File: config.mk
export PLATFORM = sky130hd
export DESIGN_NAME = fpt_frame_tracker
export DESIGN_NICKNAME = d
export VERILOG_FILES = /design/src/rtl/fpt_pkg.sv /design/src/rtl/fpt_term_sel.sv /design/src/rtl/fpt_pulse_monitor.sv /design/src/rtl/fpt_channel_counter.sv /design/src/rtl/fpt_error_flag.sv /design/src/rtl/fpt_frame_tracker.sv
export SDC_FILE = /design/constraint.sdc
export NUM_CORES = 1
export LEC_CHECK = 0
export CORE_MARGIN = 2
export CORE_UTILIZATION = 52
export DETAILED_ROUTE_END_ITERATION = 16
export PLACE_DENSITY_LB_ADDON = 0.12
export SETUP_SLACK_MARGIN = 0.2
export SLEW_MARGIN = 20
export SYNTH_ARGS = -nofsm -noshare
export SYNTH_HDL_FRONTEND = slang
export SYNTH_HIERARCHICAL = 1
export SYNTH_SLANG_ARGS = --single-unit
File: constraint.sdc
create_clock -name clk -period 3.3 [get_ports clk]
set_input_delay 0.66 -clock clk [delete_from_list [all_inputs] [get_ports clk]]
set_output_delay 0.66 -clock clk [all_outputs]
set_load 0.02 [all_outputs]
File: src/rtl/fpt_pkg.sv
// Package: shared encodings for the frame pulse tracker.
// Assumes: rate_sel is a plain 2-bit field; code 3 is treated like code 2.
package fpt_pkg;
    typedef enum logic [1:0] {
        RATE_FAST = 2'd0,
        RATE_MID  = 2'd1,
        RATE_SLOW = 2'd2,
        RATE_ALT  = 2'd3
    } rate_e;
endpackage

File: src/rtl/fpt_term_sel.sv
// Module: maps the rate select to the terminal channel value of the frame.
// Assumes: every terminal parameter fits in CNT_W bits.
module fpt_term_sel #(
    parameter int CNT_W     = 12,
    parameter int TERM_FAST = 2429,
    parameter int TERM_MID  = 2047,
    parameter int TERM_SLOW = 809
) (
    input  logic [1:0]       rate_sel,
    output logic [CNT_W-1:0] term
);
    import fpt_pkg::*;

    localparam logic [CNT_W-1:0] T_FAST = CNT_W'(TERM_FAST);
    localparam logic [CNT_W-1:0] T_MID  = CNT_W'(TERM_MID);
    localparam logic [CNT_W-1:0] T_SLOW = CNT_W'(TERM_SLOW);

    // Decode the rate code into the terminal count.
    always_comb begin
        case (rate_e'(rate_sel))
            RATE_FAST: term = T_FAST;
            RATE_MID:  term = T_MID;
            default:   term = T_SLOW;
        endcase
    end
endmodule

File: src/rtl/fpt_pulse_monitor.sv
// Module: normalises the frame pulse polarity and classifies each sample
// as a leading edge or a held level. It also times how long the pulse
// stays active, to flag lock-up.
// Assumes: fp_in is already synchronous to clk.
module fpt_pulse_monitor #(
    parameter int CNT_W = 12
) (
    input  logic             clk,
    input  logic             rst_n,
    input  logic             fp_in,
    input  logic             fp_active_low,
    input  logic [CNT_W-1:0] term,
    output logic             fp_act,
    output logic             lead,
    output logic             held,
    output logic             lockup
);
    localparam int HW = CNT_W + 1;

    logic          fp_last;
    logic [HW-1:0] hold_cnt;
    logic [HW-1:0] frame_len;

    assign fp_act    = fp_in ^ fp_active_low;        // polarity
    assign lead      = fp_act & ~fp_last;
    assign held      = fp_act & fp_last;
    assign frame_len = {1'b0, term} + HW'(1);

    // Remember the previous normalised sample for edge detection.
    always_ff @(posedge clk) begin
        if (!rst_n) fp_last <= 1'b0;
        else        fp_last <= fp_act;
    end

    // Count consecutive active samples, saturating at one frame length.
    always_ff @(posedge clk) begin
        if (!rst_n)                 hold_cnt <= '0;
        else if (!fp_act)           hold_cnt <= '0;
        else if (hold_cnt < frame_len) hold_cnt <= hold_cnt + HW'(1);
    end

    // Flag lock-up once the pulse outlasts a full frame.
    always_ff @(posedge clk) begin
        if (!rst_n)                     lockup <= 1'b0;
        else if (!fp_act)               lockup <= 1'b0;
        else if (hold_cnt >= frame_len) lockup <= 1'b1;
    end

    assert_lock_source_R6: assert property (@(posedge clk) disable iff (!rst_n)
        $rose(lockup) |-> $past(fp_act));
    assert_lock_release_R6: assert property (@(posedge clk) disable iff (!rst_n)
        (lockup && !fp_act) |=> !lockup);
endmodule

File: src/rtl/fpt_channel_counter.sv
// Module: channel counter that free-runs from 0 to the terminal value.
// A leading edge forces it to 0, and a held pulse freezes it.
// Assumes: lead and held are never high together.
module fpt_channel_counter #(
    parameter int CNT_W = 12
) (
    input  logic             clk,
    input  logic             rst_n,
    input  logic             lead,
    input  logic             held,
    input  logic [CNT_W-1:0] term,
    output logic [CNT_W-1:0] cnt,
    output logic             frame_start,
    output logic             on_time
);
    assign on_time = (cnt == term);

    // Advance, wrap, realign or hold the channel count.
    always_ff @(posedge clk) begin
        if (!rst_n) begin
            cnt         <= '0;
            frame_start <= 1'b0;
        end else if (lead) begin
            cnt         <= '0;
            frame_start <= 1'b1;
        end else if (held) begin
            frame_start <= 1'b0;
        end else if (cnt >= term) begin
            cnt         <= '0;
            frame_start <= 1'b1;
        end else begin
            cnt         <= cnt + CNT_W'(1);
            frame_start <= 1'b0;
        end
    end

    assert_lead_held_excl_R5: assert property (@(posedge clk) disable iff (!rst_n)
        !(lead && held));
endmodule

File: src/rtl/fpt_error_flag.sv
// Module: sticky framing-change flag with acquisition and a masked interrupt.
// Assumes: on_time reflects the count before the current edge.
module fpt_error_flag (
    input  logic clk,
    input  logic rst_n,
    input  logic lead,
    input  logic on_time,
    input  logic err_clr,
    input  logic err_mask,
    output logic err,
    output logic irq
);
    logic acquired;

    // Note that a first pulse has been seen since reset.
    always_ff @(posedge clk) begin
        if (!rst_n)    acquired <= 1'b0;
        else if (lead) acquired <= 1'b1;
    end

    // Set on a misplaced edge; clear on request, set wins.
    always_ff @(posedge clk) begin
        if (!rst_n)                           err <= 1'b0;
        else if (lead && acquired && !on_time) err <= 1'b1;
        else if (err_clr)                     err <= 1'b0;
    end

    assign irq = err & ~err_mask;

    assert_no_set_without_edge_R4: assert property (@(posedge clk) disable iff (!rst_n)
        (!lead && !err) |=> !err);
    assert_first_edge_quiet_R4: assert property (@(posedge clk) disable iff (!rst_n)
        (lead && !acquired && !err) |=> !err);
    assert_clear_R8: assert property (@(posedge clk) disable iff (!rst_n)
        (err_clr && !lead) |=> !err);
endmodule

File: src/rtl/fpt_frame_tracker.sv
// Module: top of the frame pulse tracker. It joins the rate decode, the
// pulse monitor, the channel counter and the error flag.
// Assumes: all inputs are synchronous to clk; reset is synchronous, active low.
module fpt_frame_tracker #(
    parameter int CNT_W     = 12,
    parameter int TERM_FAST = 2429,
    parameter int TERM_MID  = 2047,
    parameter int TERM_SLOW = 809
) (
    input  logic             clk,
    input  logic             rst_n,
    input  logic             fp_in,
    input  logic             fp_active_low,
    input  logic [1:0]       rate_sel,
    input  logic             err_clr,
    input  logic             err_mask,
    output logic [CNT_W-1:0] chan_cnt,
    output logic             frame_start,
    output logic             lockup,
    output logic             err_flag,
    output logic             irq
);
    logic [CNT_W-1:0] term;
    logic             fp_act;
    logic             lead;
    logic             held;
    logic             on_time;

    fpt_term_sel #(
        .CNT_W(CNT_W), .TERM_FAST(TERM_FAST),
        .TERM_MID(TERM_MID), .TERM_SLOW(TERM_SLOW)
    ) u_term (
        .rate_sel (rate_sel),
        .term     (term)
    );

    fpt_pulse_monitor #(.CNT_W(CNT_W)) u_mon (
        .clk           (clk),
        .rst_n         (rst_n),
        .fp_in         (fp_in),
        .fp_active_low (fp_active_low),
        .term          (term),
        .fp_act        (fp_act),
        .lead          (lead),
        .held          (held),
        .lockup        (lockup)
    );

    fpt_channel_counter #(.CNT_W(CNT_W)) u_cnt (
        .clk         (clk),
        .rst_n       (rst_n),
        .lead        (lead),
        .held        (held),
        .term        (term),
        .cnt         (chan_cnt),
        .frame_start (frame_start),
        .on_time     (on_time)
    );

    fpt_error_flag u_err (
        .clk      (clk),
        .rst_n    (rst_n),
        .lead     (lead),
        .on_time  (on_time),
        .err_clr  (err_clr),
        .err_mask (err_mask),
        .err      (err_flag),
        .irq      (irq)
    );

    assert_resync_R3: assert property (@(posedge clk) disable iff (!rst_n)
        lead |=> (chan_cnt == '0 && frame_start));
    assert_wrap_R2: assert property (@(posedge clk) disable iff (!rst_n)
        (chan_cnt == term && !fp_act) |=> (chan_cnt == '0 && frame_start));
    assert_stall_R5: assert property (@(posedge clk) disable iff (!rst_n)
        held |=> ($stable(chan_cnt) && !frame_start));
    assert_count_bound_R1: assert property (@(posedge clk) disable iff (!rst_n)
        (!lead && $stable(rate_sel) && chan_cnt <= term) |=> chan_cnt <= term);
endmodule

* After elaboration in Yosys (flattened, before gate mapping)
Cells that the tools add are included.
Cells by class: add/subtract/negate cells 3, order comparisons 3, equality and inequality tests 2, muxes and demuxes 7, bitwise operators 7, reductions and logical operators 7
Operator list (number):
- $pmux 12 s2 | 1
- $add 12x1->13 const B | 1
- $add 13x1->13 const B | 1
- $ge 13x13->1 | 1
- $lt 13x13->1 | 1
- $add 12x1->12 const B | 1
- $eq 12x12->1 | 1
- $ge 12x12->1 | 1
- $mux 12 | 1
- $mux 1 | 5
- $and 1x1->1 | 3
- $not 1->1 | 3
- $eq 2x1->1 const B | 1
- $logic_and 1x1->1 | 2
- $logic_not 2->1 | 1
- $reduce_and 2->1 | 1
- $reduce_bool 2->1 | 1
- $reduce_or 2->1 | 1
- $logic_not 1->1 | 1
- $xor 1x1->1 | 1
Word-level totals: register bits after elaboration 30, bits of input ports 8

* Logic depth before layout (Yosys ltp)
depth after elaboration 6, mapped depth 14, depth with buffers taken out 12

* Modules after synthesis
The synthesis kept the hierarchy.
By module, submodules not included:
- fpt_pulse_monitor | instances 1, cells each 143, area each 1213.7 um^2, seq. area each 300.3 um^2
- fpt_channel_counter | instances 1, cells each 112, area each 938.4 um^2, seq. area each 260.2 um^2
- fpt_term_sel | instances 1, cells each 13, area each 83.8 um^2, seq. area each 0.0 um^2
- fpt_error_flag | instances 1, cells each 7, area each 73.8 um^2, seq. area each 40.0 um^2

* Least setup slack after synthesis
OpenSTA, ideal clock, no wires.
kind input-to-reg, start input port rate_sel[0], end register u_mon.hold_cnt[0], library setup time 129 ps, arrival 3146 ps, slack 25 ps, cell stages on the path 14, path through nor2b_1 ha_1 and3_1 nand3_1 nor2_1 xnor2_1 ha_1 nand4_2 or3_4 o221ai_4 buf_6 buf_12 xnor2_1 nor2_2
Between the ends: longest elaborated chain between the ends 4, elaborated cells between the ends (all ways) 5
Ends and longest elaborated chain:
- start: declaration | line fpt_frame_tracker.sv:14 | input logic [1:0] rate_sel,
- $eq 2x1->1 or $logic_not 2->1 (tied branches) | line fpt_term_sel.sv:20 | case (rate_e'(rate_sel))
- $pmux 12 s2 (*) | line fpt_term_sel.sv:20
- $add 12x1->13 (*) | line fpt_pulse_monitor.sv:27 | assign frame_len = {1'b0, term} + HW'(1);
- $lt 13x13->1 (*) | line fpt_pulse_monitor.sv:39 | else if (hold_cnt < frame_len) hold_cnt <= hold_cnt + HW'(1);
- end signal: assignment | line fpt_pulse_monitor.sv:39
- end: declaration | line fpt_pulse_monitor.sv:21 | logic [HW-1:0] hold_cnt;
Every way passes the cells marked *; elsewhere a longest branch is shown, timed or not. A chain may end at the register's enable or synchronous reset.

* Worst setup path in the final report
start input port rate_sel[1], end register u_mon.hold_cnt[10]
Between the ends: longest elaborated chain between the ends 4, elaborated cells between the ends (all ways) 5
Ends and longest elaborated chain:
- $eq 2x1->1 or $logic_not 2->1 (tied branches) | line fpt_term_sel.sv:20
- $pmux 12 s2 (*) | line fpt_term_sel.sv:20
- named net term[1] | line fpt_frame_tracker.sv:23 | logic [CNT_W-1:0] term;
- $add 12x1->13 (*) | line fpt_pulse_monitor.sv:27
- $lt 13x13->1 (*) | line fpt_pulse_monitor.sv:39
Mark *: on every way through the listed nets, which the timed path passes. The rest lies on a longest branch.

==> metrics.md <==
| Metric | Value |
|---|---|
| Initial core utilization | `0.534` |
| First-pass GRT wire length | `8870 um` |
| YS warnings | `6` |
| Clock Skew | `4.99 ps` |
| Antenna violations before repair | `0` |
| Average size of a mapped cell | `8.40 um2` |
| Worst Path Required | `3500 ps` |
| Status | `finished, final reports clean` |
| Core Area | `4320 um2` |
| Cell total after placement | `355` |
| WL per Instance | `14.3 um` |
| Vias in the first global route | `1991` |
| N_diodes | `0` |
| Dpl cell area | `2650 um2` |
| Share of power burned in registers | `0.469` |
| FP Rows | `24` |
| Placer Congestion | `0.815` |
| Post-route ant nets | `0` |
| Port Buf Inserts | `23` |
| Layout cell share with drive strength beyond 1 | `0.224` |
| Post-synth top flop | `dfxtp_1` |
| Leakage | `0.00120 uW` |
| Number of synthesized register bits | `30` |
| Maximum buffer depth of the clock tree | `2` |
| Pre-Repair DR Iteration Count | `4` |
| Kind of end point of the critical path | `flop` |
| # IOs | `24` |
| Die area | `4990 um2` |
| Clock root buffer | `clkbuf_8` |
| Combinational power share | `0.177` |
| Peak supply drop | `259 uV` |
| Power share of the clock group | `0.354` |
| Nature of the critical path startpoint | `input port` |
| Int Power | `598 uW` |
| Clock transition at path regs | `60 ps` |
| Post-CTS Hold Fix Bufs | `0` |
| RSZ-0062 raised after global routing | `true` |
| HP Class | `flop to flop` |
| Post-synth ARST share | `0` |
| M1 WL | `2500 um` |
| Largest net degree at the start of global routing | `14` |
| Worst Tran Pin Value | `615 ps` |
| TritonCTS buffer count | `5` |
| Met3 wire len | `234 um` |
| Reg2reg path depth | `8` |
| FF-to-FF End | `u_mon/hold_cnt[10]$_SDFFE_PN0N_` |
| Worst r2r src | `u_mon/hold_cnt[4]$_SDFFE_PN0N_` |
| Final Slew Violations | `0` |
| Vias | `2098` |
| Top Layer Used | `met4` |
| Clock Sinks | `30` |
| Power per cell area | `268 nW/um2` |
| Final worst path period share | `0.950` |
| Hold Path Depth | `1` |
| Hpwl dp | `3640 um` |
| Critical path type | `input port to flop` |
| Commonest non-fill, non-tap cell in the layout | `dfxtp_1` |
| GRT overflow | `0` |
| CTS tree | `built` |
| Worst min-delay path endpoint | `u_err/acquired$_SDFFE_PN0P_` |
| Post-synthesis sequential area ratio | `0.260` |
| Final hold violations | `0` |
| Gate Count Post-Synth | `275` |
| HP Start | `u_err/acquired$_SDFFE_PN0P_` |
| Switch share | `0.260` |
| Clock H-tree levels | `2` |
| Clock latency on the worst-skew pair | `270 ps` |
| Vias per cell | `5.69` |
| Commonest cells after routing, fill and taps aside | `dfxtp_1, ha_1, clkdlybuf4s50_1, inv_1, nand2_1` |
| Fmax | `319 MHz` |
| Synthesis-to-finish area growth | `30.4%` |
| WL final | `5280 um` |
| Die W | `70.6 um` |
| Mapped cell area | `2310 um2` |
| Setup violators final | `0` |
| Final min period | `3130 ps` |
| Arr. time, crit path | `3340 ps` |
| Max cap viols | `0` |
| Die height | `70.6 um` |
| Sw Pwr | `210 uW` |
| DRC viols | `0` |
| Synth unique cells | `46` |
| Non-filler cells, final | `369` |
| Nets@finish | `355` |
| Detailed router's first-iteration violation count | `105` |
| Routed length on met2 | `2520 um` |
| R2R Setup Slk | `1010 ps` |
| GRT Overall Usage | `0.213` |
| Design area | `3010 um2` |
| Crit-path max FO | `7` |
| Slew HR | `0.589` |
| Post-synth EDFFs | `0` |
## cells in the mapped netlist (5+ instances only)
library cell,instances,area [um2]
dfxtp_1,30,601
ha_1,29,363
inv_1,21,78.8
nand2_1,21,78.8
a21oi_1,20,100
nand3_1,20,100
xor2_1,16,140
nor2_1,15,56.3
nand4_1,11,68.8
buf_4,8,60.1
nor2b_1,8,50.1
o21ai_1,6,30.0
o31ai_1,6,45.0
or4_1,6,45.0
or3_1,5,31.3
## worst max-delay path, cell delays in order
cell      delay (ps)
buf_8            100
nor2b_4          170
ha_2             190
and3_4           190
nand3_4          100
xor2_1           180
ha_1             330
a21oi_2          180
o21a_1           200
o221ai_4         120
buf_12           150
buf_12           120
or4_4            510
a21oi_2          130
## repair_timing
item	CTS	global route
buffers inserted	2	4
endpoints found under the hold margin	0	0
gates resized for setup	15	31
setup endpoints to repair	14	14
cloned	2	0
pin swaps	19	26
## registers in the layout (all words and copies together), names as in the netlist
name / cells
u_err/acquired: 1
u_mon/lockup: 1
u_cnt/frame_start: 1
u_mon/fp_last: 1
u_mon/hold_cnt: 13
u_err/err: 1
u_cnt/cnt: 12
## how the worst max path moves through the flow
stage,start,endpoint,slack (ps),depth (start not counted)
2_1_floorplan,rate_sel[0],u_mon/hold_cnt[0]$_SDFFE_PN0N_,200,14
3_3_place_gp,rate_sel[1],u_mon/hold_cnt[12]$_SDFFE_PN0N_,-360,14
3_5_place_dp,rate_sel[1],u_mon/hold_cnt[12]$_SDFFE_PN0N_,-400,14
4_1_cts,rate_sel[0],u_mon/hold_cnt[12]$_SDFFE_PN0N_,200,15
5_1_grt,rate_sel[1],u_mon/hold_cnt[10]$_SDFFE_PN0N_,70,14
6_report,rate_sel[1],u_mon/hold_cnt[10]$_SDFFE_PN0N_,170,14
## cell type report
type	instances	area, um2
clock buffer	6	82.6
tap	52	65.1
inverter	21	78.8
multi-input combinational	214	1690
fill	341	1310
timing repair buffer	46	494
sequential	30	601
## per-stage QoR
stage | total power [uW] | hold slack, ps | setup slack, ps | TNS [ps] | utilization
after floorplan | 474 | 441 | 204 | 0 | -
after global placement | 512 | 448 | -363 | -4230 | 0.612
after detailed placement | 516 | 469 | -402 | -4910 | 0.612
after CTS | 807 | 485 | 196 | 0 | 0.655
after global routing | 854 | 496 | 74.0 | 0 | 0.697
final | 808 | 477 | 166 | 0 | 0.697
## cells by family (layout without fill, tap and decap cells)
kind of cell	after synthesis	in the layout	share of synthesized area
AO/OA/AOI/OAI	53	53	0.172
XOR/XNOR	20	20	0.0758
adder cells (fa/ha/maj)	29	29	0.157
buffers and inverters	34	73	0.0786
flip-flops	30	30	0.260
other	1	4	0.00162
AND/OR/NAND/NOR	108	108	0.255
## power by group through the flow
| stage | Sequential, uW | Clock [uW] | Combinational, uW |
|---|---|---|---|
| floorplan | 390 | 0 | 84.2 |
| global placement | 387 | 0 | 125 |
| detailed placement | 387 | 0 | 128 |
| CTS | 379 | 296 | 131 |
| global route | 380 | 312 | 161 |
| finish | 379 | 286 | 143 |
## layer usage
layer | vias up | GRT usage
met2 | 52 | 0.351
met4 | 0 | 0.0461
met3 | 2 | 0.0484
met1 | 980 | 0.287
li1 | 1064 | -
met5 | - | 0
Note: power is estimated with default switching activity, not from simulation.
